--- src/rtl/alu8_pkg.sv ---
package alu8_pkg;

  typedef enum logic [3:0] {
    OP_AND   = 4'd0,
    OP_OR    = 4'd1,
    OP_XOR   = 4'd2,
    OP_ADD   = 4'd3,
    OP_ADDC  = 4'd4,
    OP_SUB   = 4'd5,
    OP_SUBB  = 4'd6,
    OP_RSUB  = 4'd7,
    OP_RSUBB = 4'd8,
    OP_CMPU  = 4'd9,
    OP_CMPS  = 4'd10,
    OP_BTST  = 4'd11,
    OP_BSET  = 4'd12,
    OP_BCLR  = 4'd13,
    OP_BINV  = 4'd14,
    OP_FPACK = 4'd15
  } alu_op_e;

  typedef struct packed {
    logic c;
    logic v;
    logic z;
  } alu_flags_t;

endpackage

--- src/rtl/alu8_arith.sv ---
module alu8_arith
  import alu8_pkg::*;
#(
  parameter int W = 8
) (
  input  alu_op_e        op_i,
  input  logic [W-1:0]   a_i,
  input  logic [W-1:0]   b_i,
  input  logic           c_i,
  output logic [W-1:0]   sum_o,
  output logic           c_o,
  output logic           v_o,
  output logic           z_o
);

  logic [W-1:0] x, y;
  logic         cin;
  logic [W:0]   full;
  logic         ovf, zero, lt_s;

  // one adder: subtraction is x + ~y + cin, carry-out is not-borrow
  always_comb begin
    x   = a_i;
    y   = b_i;
    cin = 1'b0;
    unique case (op_i)
      OP_ADD:   begin x = a_i; y = b_i;  cin = 1'b0; end
      OP_ADDC:  begin x = a_i; y = b_i;  cin = c_i;  end
      OP_SUB:   begin x = a_i; y = ~b_i; cin = 1'b1; end
      OP_SUBB:  begin x = a_i; y = ~b_i; cin = c_i;  end
      OP_RSUB:  begin x = b_i; y = ~a_i; cin = 1'b1; end
      OP_RSUBB: begin x = b_i; y = ~a_i; cin = c_i;  end
      OP_CMPU,
      OP_CMPS:  begin x = a_i; y = ~b_i; cin = 1'b1; end
      default:  begin x = a_i; y = b_i;  cin = 1'b0; end
    endcase
  end

  assign full = {1'b0, x} + {1'b0, y} + {{W{1'b0}}, cin};
  assign sum_o = full[W-1:0];
  assign ovf   = (x[W-1] == y[W-1]) && (full[W-1] != x[W-1]);
  assign zero  = (full[W-1:0] == '0);
  assign lt_s  = full[W-1] ^ ovf;

  always_comb begin
    z_o = zero;
    unique case (op_i)
      OP_CMPU: begin c_o = full[W];  v_o = full[W] & ~zero; end
      OP_CMPS: begin c_o = ~lt_s;    v_o = ~lt_s & ~zero;   end
      default: begin c_o = full[W];  v_o = ovf;             end
    endcase
  end

endmodule

--- src/rtl/alu8_bitlog.sv ---
module alu8_bitlog
  import alu8_pkg::*;
#(
  parameter int W  = 8,
  parameter int IW = $clog2(W)
) (
  input  alu_op_e        op_i,
  input  logic [W-1:0]   a_i,
  input  logic [W-1:0]   b_i,
  input  logic [IW-1:0]  idx_i,
  output logic [W-1:0]   res_o,
  output logic           z_o
);

  logic [W-1:0] mask;

  assign mask = {{(W-1){1'b0}}, 1'b1} << idx_i;

  always_comb begin
    unique case (op_i)
      OP_AND:  res_o = a_i & b_i;
      OP_OR:   res_o = a_i | b_i;
      OP_XOR:  res_o = a_i ^ b_i;
      OP_BSET: res_o = a_i | mask;
      OP_BCLR: res_o = a_i & ~mask;
      OP_BINV: res_o = a_i ^ mask;
      default: res_o = a_i;
    endcase
  end

  // test reads the selected bit; the rest report a zero result
  assign z_o = (op_i == OP_BTST) ? ((a_i & mask) == '0) : (res_o == '0);

endmodule

--- src/rtl/alu8_flags.sv ---
module alu8_flags
  import alu8_pkg::*;
(
  input  logic       clk_i,
  input  logic       rst_ni,
  input  logic       load_i,
  input  alu_flags_t d_i,
  output alu_flags_t q_o
);

  always_ff @(posedge clk_i or negedge rst_ni) begin
    if (!rst_ni)     q_o <= '0;
    else if (load_i) q_o <= d_i;
  end

  AST_FLAG_HOLD: assert property (@(posedge clk_i) disable iff (!rst_ni)
    !load_i |=> $stable(q_o));

  always_ff @(posedge clk_i) begin
    if (!rst_ni) begin
      AST_RST_CLEAR: assert (q_o == '0);
    end
  end

endmodule

--- src/rtl/alu8_core.sv ---
module alu8_core
  import alu8_pkg::*;
#(
  parameter int W  = 8,
  localparam int IW = $clog2(W)
) (
  input  logic           clk_i,
  input  logic           rst_ni,
  input  logic [3:0]     op_i,
  input  logic [W-1:0]   op1_i,
  input  logic [W-1:0]   op2_i,
  input  logic [IW-1:0]  bit_idx_i,
  input  logic [W-1:0]   acc_i,
  input  logic           flag_en_i,
  output logic [W-1:0]   res_o,
  output logic           res_we_o,
  output logic [W-1:0]   acc_o,
  output logic           acc_we_o,
  output logic [2:0]     flags_o
);

  alu_op_e    op;
  alu_flags_t flags_q, flags_nxt;
  logic [W-1:0] ar_sum, bl_res;
  logic ar_c, ar_v, ar_z, bl_z;
  logic is_logic, is_arith, is_cmp, is_tst, is_bmod, is_fpack;

  assign op = alu_op_e'(op_i);

  assign is_logic = (op == OP_AND) || (op == OP_OR) || (op == OP_XOR);
  assign is_arith = (op == OP_ADD) || (op == OP_ADDC) || (op == OP_SUB) ||
                    (op == OP_SUBB) || (op == OP_RSUB) || (op == OP_RSUBB);
  assign is_cmp   = (op == OP_CMPU) || (op == OP_CMPS);
  assign is_tst   = (op == OP_BTST);
  assign is_bmod  = (op == OP_BSET) || (op == OP_BCLR) || (op == OP_BINV);
  assign is_fpack = (op == OP_FPACK);

  alu8_arith #(.W(W)) u_arith (
    .op_i  (op),
    .a_i   (op1_i),
    .b_i   (op2_i),
    .c_i   (flags_q.c),
    .sum_o (ar_sum),
    .c_o   (ar_c),
    .v_o   (ar_v),
    .z_o   (ar_z)
  );

  alu8_bitlog #(.W(W), .IW(IW)) u_bitlog (
    .op_i  (op),
    .a_i   (op1_i),
    .b_i   (op2_i),
    .idx_i (bit_idx_i),
    .res_o (bl_res),
    .z_o   (bl_z)
  );

  always_comb begin
    flags_nxt = flags_q;
    if (is_arith || is_cmp) begin
      flags_nxt.c = ar_c;
      flags_nxt.v = ar_v;
      flags_nxt.z = ar_z;
    end else if (is_logic || is_tst || is_bmod) begin
      flags_nxt.z = bl_z;
    end
  end

  assign res_o    = (is_arith || is_cmp) ? ar_sum : bl_res;
  assign res_we_o = is_logic || is_arith || is_bmod;
  assign acc_we_o = res_we_o || is_fpack;
  assign acc_o    = is_fpack ? {flags_q.c, flags_q.c ^ flags_q.v, acc_i[W-3:0]}
                             : res_o;

  alu8_flags u_flags (
    .clk_i  (clk_i),
    .rst_ni (rst_ni),
    .load_i (flag_en_i),
    .d_i    (flags_nxt),
    .q_o    (flags_q)
  );

  assign flags_o = flags_q;

  AST_LOGIC_CV_KEEP: assert property (@(posedge clk_i) disable iff (!rst_ni)
    (flag_en_i && is_logic) |=> flags_o[2:1] == $past(flags_o[2:1]));
  AST_ADD_CARRY: assert property (@(posedge clk_i) disable iff (!rst_ni)
    (op == OP_ADD) |-> flags_nxt.c == ((({1'b0, op1_i} + {1'b0, op2_i}) >> W) != 0));
  AST_SUB_NOBORROW: assert property (@(posedge clk_i) disable iff (!rst_ni)
    (op == OP_SUB) |-> flags_nxt.c == (op1_i >= op2_i));
  AST_RSUB_NOBORROW: assert property (@(posedge clk_i) disable iff (!rst_ni)
    (op == OP_RSUB) |-> flags_nxt.c == (op2_i >= op1_i));
  AST_CMPU_ORDER: assert property (@(posedge clk_i) disable iff (!rst_ni)
    (op == OP_CMPU) |-> flags_nxt.c == !(op2_i > op1_i));
  AST_CMP_NO_WRITE: assert property (@(posedge clk_i) disable iff (!rst_ni)
    is_cmp |-> !res_we_o && !acc_we_o);
  AST_CMPS_ORDER: assert property (@(posedge clk_i) disable iff (!rst_ni)
    (op == OP_CMPS) |-> flags_nxt.c == !($signed(op2_i) > $signed(op1_i)));
  AST_TST_Z: assert property (@(posedge clk_i) disable iff (!rst_ni)
    is_tst |-> flags_nxt.z == !op1_i[bit_idx_i]);
  AST_BIT_CV_KEEP: assert property (@(posedge clk_i) disable iff (!rst_ni)
    (flag_en_i && is_bmod) |=> flags_o[2:1] == $past(flags_o[2:1]));
  AST_FPACK_FLAGS: assert property (@(posedge clk_i) disable iff (!rst_ni)
    (flag_en_i && is_fpack) |=> $stable(flags_o));

endmodule

--- config.mk ---
export PLATFORM = sky130hd
export DESIGN_NAME = alu8_core
export DESIGN_NICKNAME = d
export VERILOG_FILES = /design/src/rtl/alu8_pkg.sv /design/src/rtl/alu8_arith.sv /design/src/rtl/alu8_bitlog.sv /design/src/rtl/alu8_flags.sv /design/src/rtl/alu8_core.sv
export SDC_FILE = /design/constraint.sdc
export NUM_CORES = 1
export LEC_CHECK = 0
export BUFFER_PORTS_ARGS = -buffer_cell sky130_fd_sc_hd__buf_2
export CORE_ASPECT_RATIO = 1.5
export CORE_MARGIN = 2
export CORE_UTILIZATION = 49
export CTS_CLUSTER_SIZE = 24
export DETAILED_ROUTE_END_ITERATION = 7
export PLACE_DENSITY = 0.79
export SETUP_SLACK_MARGIN = 0.5
export SLEW_MARGIN = 40
export SYNTH_ARGS = -nofsm -noshare
export SYNTH_HDL_FRONTEND = slang
export SYNTH_SLANG_ARGS = --single-unit
--- constraint.sdc ---
create_clock -name clk_i -period 4.55 [get_ports clk_i]
set_input_delay 0.6825 -clock clk_i [delete_from_list [all_inputs] [get_ports clk_i]]
set_output_delay 0.6825 -clock clk_i [all_outputs]
set_load 0.05 [all_outputs]
==> metrics.txt <==
storage element area around 75 um^2; CTS Hold Bufs 0; TritonCTS clock tree yes; initial antenna violation count 0; via count of the first global-routing pass 2250; CP max FO 5; Final min period around 4700 ps; Root Buffer clkbuf_8; Critical Path RT approximately 3900 ps; Setup crit start kind input port; hold crit path type in -> async; largest buffer count on any clock path 2; post-synthesis xor/xnor area fraction 0.0719; CTS Sinks 3; IO buf count between 50 and 60; Detailed Route WL 6960 um; Leak around 1.2 nW; Slew Limit Fails 0; vias per std cell 6.40; Initial Util 0.501; design area 0.00284 mm^2; max reg flops 3; GRT Overall Usage 0.279; Tcrit/Tclk final 1.03; Synth area leader mux2_2; RSZ-0062 raised after global routing true; area of the multi-input gates slightly below 0.002 mm^2; Compound-Gate Fraction of Synth Area 0.314; pre-CTS setup slack -267 ps; Reg2Reg Depth 15; core area around 0.0039 mm^2; initial DRC count between 150 and 200; reg-to-reg critical path startpoint u_flags.q_o[2]$_DFFE_PN0P_; post-synthesis simple-gate area fraction 0.268; nets@finish 398; #FFs+latches synth 3; most frequent cells in the layout buf_2 (41), buf_4 (41), nand2_1 (22), o21ai_0 (21), nor2_1 (18); CP Class in -> out; DR WL/cell about 17 um; synthesized instance count 270; DR DRC count 0; RD Place Congestion 0.952; Rel. slew slack 0.588; Fillers 270; Synth cell types 62; Max Clk Rate about 210 MHz; Hold Slack 254 ps; final-report setup violation count 2; first-pass GRT wire length 10300 um; hpwl dp 4800 um; later-pin clock latency in the skew report 220 ps; Die Width 55.5 um; Post-DRT Antenna Nets 0; post-synth top area share 0.104; YS warnings 0; synth top area cells mux2_2 (10%), o21ai_0 (7.2%), xnor2_1 (4.9%); router iterations before antenna repair 5; share of cells above drive strength 1 0.439; num rows 28; PD cells 308 mW/mm^2; Total Power 0.000876 W; Crit. End Element primary output; launch point of the worst path op_i[2]; setup ws final -119 ps; number of synthesized flops with an enable pin 0; Mapped Area 0.00195 mm^2; syn_nets roughly 310; average size of a mapped cell 7.22 um^2; largest net degree at the start of global routing 18; n_diodes 0; maximum vdd drop 679 uV; CP arrival 3990 ps; multiplexer area fraction after synthesis 0.160; Async SR Flop Fraction 1.00; Max Cap Viol 0; sequential element share of the synthesized area 0.0385; Largest regs u_flags.q_o (3); Synth-to-Final Area Change 45.7%; Util after Layout 0.730; failing checks negative setup slack; Placed Area 0.00254 mm^2; Die H 81.3 um; IO Pins 55; clock buffer count from CTS 3; status finished with violations; ys flop type dfrtp_1; final hold vios 0; H-tree levels 1; via count 2549; Post-Synth Adder-Cell Area 0.0866; Slew @ Worst Pin between 600 and 700 ps; largest family of logic cells by synthesized area compound AO/OA/AOI/OAI gates; clock skew between 2 and 3 ps; grt total ovfl 0; Largest Register u_flags.q_o; Clk pin slew, worst setup/hold paths 30 ps; die area 0.00451 mm^2
## worst max-delay path: stages
cell and delay, ps:
buf_8 100, nand2b_4 130, o31a_1 340, o21ai_4 130, nand2_1 80, o21ai_0 80
o21ai_1 150, ha_1 320, a211o_1 280, o211ai_1 160, a21oi_2 120, o21ai_2 150
nand2b_1 80, fa_1 450, mux2_4 290, mux2_4 260, buf_6 150
## Yosys cell counts, types with 4 or more instances
| library cell | count |
|---|---|
| nor3_1 | 7 |
| o21ai_0 | 28 |
| xor2_1 | 5 |
| buf_4 | 5 |
| nand2_1 | 23 |
| mux2_2 | 18 |
| nor2_1 | 20 |
| o22ai_1 | 4 |
| o21ai_1 | 5 |
| a21oi_1 | 18 |
| buf_2 | 9 |
| ha_1 | 7 |
| xnor2_1 | 11 |
| inv_1 | 7 |
| nand2b_1 | 11 |
| a211oi_1 | 7 |
| nand3_1 | 4 |
| mux2i_1 | 6 |
## final cells by class
type / instances / area share
Multi-Input combinational cell: 243 / 0.685
Timing Repair Buffer: 96 / 0.243
Sequential cell: 3 / 0.0264
Tap cell: 45 / 0.0198
Clock buffer: 4 / 0.0159
Inverter: 7 / 0.00925
## where the power goes
part	internal (W)	total [W]	switching, W
Combinational	0.000303	0.000755	0.000452
Sequential	0.0000344	0.0000423	0.00000790
Clock	0.0000599	0.0000790	0.0000191
Total	0.000397	0.000876	0.000479
## cells by family after synthesis
family	after synthesis
AND/OR/NAND/NOR	94
AO/OA/AOI/OAI	94
multiplexers	27
buffers and inverters	24
XOR/XNOR	16
adder cells (fa/ha/maj)	12
flip-flops	3
## what timing repair did
action,in CTS,in global routing
setup endpoints to repair,10,12
pin swaps,9,11
setup buffers,6,4
gates resized for setup,27,26
## worst paths after layout
| kind | end | slack [ps] |
|---|---|---|
| setup / recovery | acc_o[7] | -120 |
| hold / removal | u_flags.q_o[1]$_DFFE_PN0P_ | 250 |
| setup reg to reg | u_flags.q_o[1]$_DFFE_PN0P_ | 650 |
| hold reg to reg | u_flags.q_o[1]$_DFFE_PN0P_ | 570 |
| max in group asynchronous | u_flags.q_o[0]$_DFFE_PN0P_ | 4190 |
| min in group clk_i | u_flags.q_o[1]$_DFFE_PN0P_ | 570 |
## through the flow
stage	setup TNS, ps	cells
2_1_floorplan	0	270
3_3_place_gp	-401	384
3_5_place_dp	-696	384
4_1_cts	-121	394
5_1_grt	-709	398
6_report	-144	398
## per-layer routing
metal / part of all wire / GRT usage / vias up
met5: 0 / 0 / -
li1: - / - / 1190
met2: 0.52 / 0.527 / 146
met1: 0.35 / 0.318 / 1169
met4: 0.060 / 0.120 / 0
met3: 0.065 / 0.0223 / 44
Note: power is estimated with default switching activity, not from simulation.
